<file path="config.mk">
export PLATFORM = sky130hd
export DESIGN_NAME = spi_cs_seq
export DESIGN_NICKNAME = d
export VERILOG_FILES = /design/src/rtl/spi_cs_pkg.sv /design/src/rtl/spi_cs_datapath.sv /design/src/rtl/spi_cs_ctrl.sv /design/src/rtl/spi_cs_seq.sv
export SDC_FILE = /design/constraint.sdc
export NUM_CORES = 1
export LEC_CHECK = 0
export ABC_AREA = 0
export BUFFER_PORTS_ARGS = -buffer_cell sky130_fd_sc_hd__buf_2
export CAP_MARGIN = 25
export CORE_MARGIN = 4
export CORE_UTILIZATION = 50
export DETAILED_ROUTE_END_ITERATION = 10
export GPL_ROUTABILITY_DRIVEN = 0
export PLACE_DENSITY_LB_ADDON = 0.05
export SLEW_MARGIN = 20
export SYNTH_ARGS = -nofsm -noshare
export SYNTH_HDL_FRONTEND = slang
export SYNTH_SLANG_ARGS = --single-unit
</file>
<file path="constraint.sdc">
create_clock -name clk -period 1.9 [get_ports clk]
set_input_delay 0.38 -clock clk [delete_from_list [all_inputs] [get_ports clk]]
set_output_delay 0.38 -clock clk [all_outputs]
set_load 0.02 [all_outputs]
</file>
<file path="src/rtl/spi_cs_pkg.sv">
package spi_cs_pkg;

  typedef enum logic [1:0] {
    PH_IDLE   = 2'd0,
    PH_SETUP  = 2'd1,
    PH_ACTIVE = 2'd2,
    PH_GAP    = 2'd3
  } phase_e;

  // control -> datapath
  typedef struct packed {
    logic loadSel;
    logic loadGap;
    logic csOn;
    logic setErr;
  } strobe_t;

  // datapath -> control
  typedef struct packed {
    logic gateOk;
    logic forbidden;
    logic gapDone;
  } status_t;

  // mode word field positions
  localparam int DLY_LSB   = 24;
  localparam int SEL_LSB   = 16;
  localparam int INV_BIT   = 14;
  localparam int WAITRX_BIT = 5;
  localparam int SRC_BIT   = 3;
  localparam int DEC_BIT   = 2;
  localparam int VAR_BIT   = 1;
  localparam int HOST_BIT  = 0;

endpackage

</file>
<file path="src/rtl/spi_cs_datapath.sv">
module spi_cs_datapath
  import spi_cs_pkg::*;
#(
  parameter int DATA_W  = 32,
  parameter int SEL_W   = 4,
  parameter int DLY_W   = 8,
  parameter int MIN_GAP = 6
) (
  input  logic              clk,
  input  logic              rstN,
  input  logic              wrEn,
  input  logic              wpEn,
  input  logic [DATA_W-1:0] wrData,
  input  logic              altTick,
  input  logic              rxUnread,
  input  strobe_t           strb,
  output status_t           stat,
  output logic [SEL_W-1:0]  csLines,
  output logic              errFlag,
  output logic [DATA_W-1:0] modeOut
);

  localparam logic [DLY_W-1:0] GAP_FLOOR = DLY_W'(MIN_GAP);
  localparam logic [DLY_W-1:0] CNT_ONE   = DLY_W'(1);

  logic [DATA_W-1:0] modeReg;
  logic              wrAccept;

  assign wrAccept = wrEn & ~wpEn;

  always_ff @(posedge clk or negedge rstN) begin
    if (!rstN)         modeReg <= '0;
    else if (wrAccept) modeReg <= wrData;
  end

  assign modeOut = modeReg;

  // field views
  logic [DLY_W-1:0] dlyField;
  logic [SEL_W-1:0] selField;
  logic csInv, waitRx, srcAlt, decBypass, varSel, hostMode;

  assign dlyField  = modeReg[DLY_LSB +: DLY_W];
  assign selField  = modeReg[SEL_LSB +: SEL_W];
  assign csInv     = modeReg[INV_BIT];
  assign waitRx    = modeReg[WAITRX_BIT];
  assign srcAlt    = modeReg[SRC_BIT];
  assign decBypass = modeReg[DEC_BIT];
  assign varSel    = modeReg[VAR_BIT];
  assign hostMode  = modeReg[HOST_BIT];

  // gap counter
  logic [DLY_W-1:0] gapLen, gapCnt;
  logic             tick;

  assign gapLen = (dlyField <= GAP_FLOOR) ? GAP_FLOOR : dlyField;
  assign tick   = srcAlt ? altTick : 1'b1;

  always_ff @(posedge clk or negedge rstN) begin
    if (!rstN)                      gapCnt <= '0;
    else if (strb.loadGap)          gapCnt <= gapLen;
    else if (tick && gapCnt != '0)  gapCnt <= gapCnt - CNT_ONE;
  end

  assign stat.gapDone = tick && (gapCnt == CNT_ONE);

  // select decode: lowest zero bit wins
  logic [SEL_W-1:0] lowPat, nextSel;
  logic             hit;

  always_comb begin
    lowPat = '1;
    hit    = 1'b0;
    for (int i = 0; i < SEL_W; i++) begin
      if (!hit && !selField[i]) begin
        lowPat[i] = 1'b0;
        hit       = 1'b1;
      end
    end
  end

  assign nextSel        = decBypass ? selField : lowPat;
  assign stat.forbidden = !decBypass && (&selField);
  assign stat.gateOk    = hostMode && !varSel && !(waitRx && rxUnread);

  logic [SEL_W-1:0] selReg;

  always_ff @(posedge clk or negedge rstN) begin
    if (!rstN)             selReg <= '1;
    else if (strb.loadSel) selReg <= nextSel;
  end

  always_ff @(posedge clk or negedge rstN) begin
    if (!rstN)            errFlag <= 1'b0;
    else if (strb.setErr) errFlag <= 1'b1;
    else if (wrAccept)    errFlag <= 1'b0;
  end

  // per-line drive with polarity
  for (genvar g = 0; g < SEL_W; g++) begin : g_line
    assign csLines[g] = (strb.csOn ? selReg[g] : 1'b1) ^ csInv;
  end


  write_protect_chk: assert property (@(posedge clk) disable iff (!rstN)
    (wrEn && wpEn) |=> $stable(modeReg));


  gap_respected_chk: assert property (@(posedge clk) disable iff (!rstN)
    strb.loadSel |-> (gapCnt <= CNT_ONE));


  wait_rx_chk: assert property (@(posedge clk) disable iff (!rstN)
    strb.loadSel |-> !(waitRx && rxUnread));


  err_cause_chk: assert property (@(posedge clk) disable iff (!rstN)
    $rose(errFlag) |-> $past(stat.forbidden));

endmodule

</file>
<file path="src/rtl/spi_cs_ctrl.sv">
module spi_cs_ctrl
  import spi_cs_pkg::*;
(
  input  logic    clk,
  input  logic    rstN,
  input  logic    startReq,
  input  logic    xferDone,
  input  status_t stat,
  output strobe_t strb,
  output logic    busyO
);

  phase_e phase, nextPhase;
  logic   pending, pendNext;
  logic   req, launchPt, attempt, goRun;

  always_comb begin
    req      = pending | startReq;
    launchPt = (phase == PH_IDLE) || (phase == PH_GAP && stat.gapDone);
    attempt  = launchPt && req && stat.gateOk;
    goRun    = attempt && !stat.forbidden;
    pendNext = attempt ? 1'b0 : req;

    nextPhase = phase;
    unique case (phase)
      PH_IDLE:   if (goRun) nextPhase = PH_SETUP;
      PH_SETUP:  nextPhase = PH_ACTIVE;
      PH_ACTIVE: if (xferDone) nextPhase = PH_GAP;
      PH_GAP:    if (stat.gapDone) nextPhase = goRun ? PH_SETUP : PH_IDLE;
      default:   nextPhase = PH_IDLE;
    endcase

    strb.loadSel = goRun;
    strb.setErr  = attempt && stat.forbidden;
    strb.loadGap = (phase == PH_ACTIVE) && xferDone;
    strb.csOn    = (phase == PH_SETUP) || (phase == PH_ACTIVE);
  end

  always_ff @(posedge clk or negedge rstN) begin
    if (!rstN) begin
      phase   <= PH_IDLE;
      pending <= 1'b0;
    end else begin
      phase   <= nextPhase;
      pending <= pendNext;
    end
  end

  assign busyO = (phase == PH_ACTIVE);


  busy_after_select_chk: assert property (@(posedge clk) disable iff (!rstN)
    $rose(busyO) |-> $past(phase) == PH_SETUP);


  release_on_done_chk: assert property (@(posedge clk) disable iff (!rstN)
    (busyO && xferDone) |=> (!busyO && phase == PH_GAP));


  request_kept_chk: assert property (@(posedge clk) disable iff (!rstN)
    (startReq && !attempt) |=> pending);

endmodule

</file>
<file path="src/rtl/spi_cs_seq.sv">
module spi_cs_seq
  import spi_cs_pkg::*;
#(
  parameter int DATA_W  = 32,
  parameter int SEL_W   = 4,
  parameter int DLY_W   = 8,
  parameter int MIN_GAP = 6
) (
  input  logic              clk,
  input  logic              rstN,
  input  logic              wrEn,
  input  logic              wpEn,
  input  logic [DATA_W-1:0] wrData,
  input  logic              altTick,
  input  logic              rxUnread,
  input  logic              startReq,
  input  logic              xferDone,
  output logic              xferBusy,
  output logic [SEL_W-1:0]  csLines,
  output logic              pcsErr,
  output logic [DATA_W-1:0] modeOut
);

  strobe_t strb;
  status_t stat;

  spi_cs_ctrl u_ctrl (
    .clk      (clk),
    .rstN     (rstN),
    .startReq (startReq),
    .xferDone (xferDone),
    .stat     (stat),
    .strb     (strb),
    .busyO    (xferBusy)
  );

  spi_cs_datapath #(
    .DATA_W  (DATA_W),
    .SEL_W   (SEL_W),
    .DLY_W   (DLY_W),
    .MIN_GAP (MIN_GAP)
  ) u_dp (
    .clk      (clk),
    .rstN     (rstN),
    .wrEn     (wrEn),
    .wpEn     (wpEn),
    .wrData   (wrData),
    .altTick  (altTick),
    .rxUnread (rxUnread),
    .strb     (strb),
    .stat     (stat),
    .csLines  (csLines),
    .errFlag  (pcsErr),
    .modeOut  (modeOut)
  );

endmodule

</file>
==> results.md <==
* Max-slew headroom at 0.654
* Distinct cell type count after synthesis at 45
* Initial antenna violation count at 0
* Maxcap violations at 0
* Crit-path max FO at 5
* Met3 Resource Use GR at 0.0496
* EDFF count, synth at 0
* Max frequency at 0.538 GHz
* Setup Skew at 0.00611 ns
* Clock root cell: clkbuf_8
* Fin util at 0.689
* Clock share of power at 0.187
* Antenna-violating nets left at 0
* Fin cells at 338
* DR vias/cell at about 5.3
* Syn Nets at between 200 and 250
* Slew @ Worst Pin at 0.515 ns
* Initial core utilization at 0.529
* Synth warn at 0
* CP Class: reg -> reg
* CP max stage cell: dfrtp_1
* Fin. max-slew vios at 0
* Post-synthesis async set-or-reset flop share at 1.00
* Switching Share at 0.355
* Area grow syn2layout at 30.3%
* Startpoint Class: flip-flop
* Grt met1 use at 0.229
* Clock tree sinks at 48
* Core Footprint at 0.00444 mm^2
* Yosys reg bits at between 40 and 50
* Post-synthesis area per instance at 11.8 um^2
* Post-layout minimum cycle time at 1.86 ns
* Final wirelength at 4.96 mm
* Critical-path cell list: buf_4 > ha_4 > nor2b_1 > a221o_1 > a211o_1 > o32a_1
* GRT overflow at 0
* Post-Syn Instances at 200
* Routed length per instance at 14.7 um
* Iter 0 DRT Violations at 49
* P per Cell Area at 1380 mW/mm^2
* Inst Count DP at 327
* Clock Pin Slew Worst Setup and Hold Paths at 0.08 ns
* Ant. Diodes at 0
* Filler instances at 357
* Hold buffer count at CTS at 0
* Final net count at 332
* Int Pwr at between 0.002 and 0.003 W
* Worst setup EP type: flip-flop
* CTS tree: yes
* Sequential Area at 0.00121 mm^2
* Post-Synthesis Cell Area at about 0.0024 mm^2
* Global-route wire length before repair at 8.52 mm
* Pin count of the biggest net entering global routing at 35
* Detailed placement HPWL at 3.76 mm
* Number of port buffers at 77
* Vias at 1,794
* Ys flop type: dfrtp_1
* Io pins at 78
* Flop pwr share at 0.369
* GR Util met2 at 0.293
* Clock Tree Buf Depth at 2
* Total power at 0.00423 W
* Final setup fails at 0
* CP arrival at 2.04 ns
* Worst Path Required at 2.08 ns
* Leakage power at 1.42 nW
* Outcome: completed
* Total track usage at 0.178
* CTS H-Tree Depth at 2
* Die X at 76.6 um
* Final Cycle Share at 0.978
* Num rows at 24
* Drt drc at 0
* Worst path max stage delay at around 0.41 ns
* Vias in the first global route at between 1,500 and 2,000
* Clock buffer count from CTS at 5
* RSZ-0062 raised after global routing: yes
* DIE AREA at 0.00587 mm^2
* Busiest grt layer: met2
* Die H at 76.6 um
* Worst-Skew Late Latency at 0.30 ns
* Net load switching power at 0.00150 W
* Hold Fails Final Rpt at 0
* Min-Delay Path Class: in -> async
* Comb pwr share at 0.444
* VDD IR max at 540 uV
* Register area share after synthesis at 0.513
* 1st-pass router iterations at 4
* Multi-input combinational cell area at 0.00115 mm^2
* Share of layout cells above drive strength 1 at 0.507
[synthesized netlist by cell type, drive strengths merged, types with 2 or more instances]
library cell	number	area [um^2]
dfrtp	44	1100
mux2	35	394
nor2	14	52.6
nand2	11	41.3
nor2b	8	50.1
nor3	8	40.0
ha	7	87.6
inv	7	26.3
nand3	6	30.0
xnor2	5	43.8
a21oi	4	20.0
buf	4	18.8
clkbuf	4	15.0
dfstp	4	105
nand2b	4	25.0
a31oi	3	25.0
a2111oi	2	17.5
a211oi	2	15.0
a221o	2	20.0
a311oi	2	17.5
and2	2	12.5
or2	2	12.5
[registers in the layout, indices dropped and copies added, names as in the netlist]
name,count
u_dp.errFlag,1
u_ctrl.phase,2
u_dp.selReg,4
u_ctrl.pending,1
u_dp.modeOut,32
u_dp.gapCnt,8
[layout make-up]
type | instances | share of cell area
Tap cell | 52 | 0.0212
Multi-Input combinational cell | 137 | 0.376
Inverter | 7 | 0.00857
Sequential cell | 48 | 0.394
Timing Repair Buffer | 86 | 0.159
Clock inverter | 1 | 0.00980
Clock buffer | 7 | 0.0314
[power groups by stage]
stage               Combinational (W)  Sequential, W  Clock [W]
floorplan                     0.00104        0.00163          0
global route                  0.00205        0.00160   0.000860
CTS                           0.00176        0.00153   0.000813
detailed placement            0.00162        0.00156          0
global placement              0.00159        0.00155          0
finish                        0.00188        0.00156   0.000790
[worst paths after layout]
check                                  from                to  slack (ns)  cells after the start
hold / removal                         rstN    u_dp.gapCnt[3]        0.03                      1
setup / recovery            u_ctrl.phase[0]   u_ctrl.phase[0]        0.04                      6
hold reg to reg            u_dp.modeOut[20]  u_dp.modeOut[20]        0.51                      1
setup reg to reg            u_ctrl.phase[0]   u_ctrl.phase[0]        0.04                      6
max in group asynchronous              rstN   u_dp.modeOut[5]        1.37                      2
min in group clk                  wrData[2]   u_dp.modeOut[2]        0.30                      3
[worst max-delay path: cells and delay by family, from the launching register on]
| family | cells | cell delay, ns |
|---|---|---|
| simple gates | 1 | 0.12 |
| buf+inv | 1 | 0.16 |
| flops | 1 | 0.41 |
| compound gates | 3 | 0.90 |
| fa+ha+maj | 1 | 0.16 |
[per-layer routing]
metal	wire, um	vias to the layer above	part of all wire
met1	2260	863	0.46
met3	295	6	0.059
met2	2350	40	0.47
met5	0	-	0
li1	-	885	-
met4	55	0	0.011
[through the flow]
stage	area, um^2	hold WS [ns]	setup WS (ns)	setup TNS [ns]
after detailed placement	2840	0.363	0.0514	0
after floorplan	2350	0.0844	0.0482	0
after global routing	3060	0.0640	-0.0326	-0.102
after CTS	3010	0.0421	-0.0172	-0.0371
final	3060	0.0305	0.0416	0
after global placement	2840	0.368	0.108	0
[kinds of logic (layout without fill, tap and decap cells)]
family | count (synthesis) | in the layout | synth area share
AND/OR/NAND/NOR | 62 | 62 | 0.140
flip-flops | 48 | 48 | 0.513
multiplexers | 36 | 36 | 0.172
AO/OA/AOI/OAI | 27 | 27 | 0.0942
buffers and inverters | 15 | 101 | 0.0255
adder cells (fa/ha/maj) | 7 | 7 | 0.0372
XOR/XNOR | 5 | 5 | 0.0186
[what timing repair did]
item                       in CTS  in global routing
pin swaps                       1                  6
resized for setup               7                 12
setup endpoints to repair       4                  6
setup buffers                   2                  1
[layout by cell type (no fill, tap or decap), types with 2 or more instances in the layout]
cell type   n
buf_12      2
nor3_1      8
buf_4      11
inv_1       5
dfrtp_1    44
dfstp_2     4
a221o_1     2
nor2b_1     3
clkbuf_8    7
mux2_2     32
mux2_1      3
a31oi_1     2
buf_2      73
a21oi_1     4
inv_2       2
a211oi_1    2
nand2b_1    4
or2_2       2
ha_1        5
nand2_1    11
xnor2_1     4
nor2b_4     4
a311oi_1    2
ha_4        2
nand3_1     6
and2_1      2
nor2_1     14
Power figures use the tool's default switching activity.
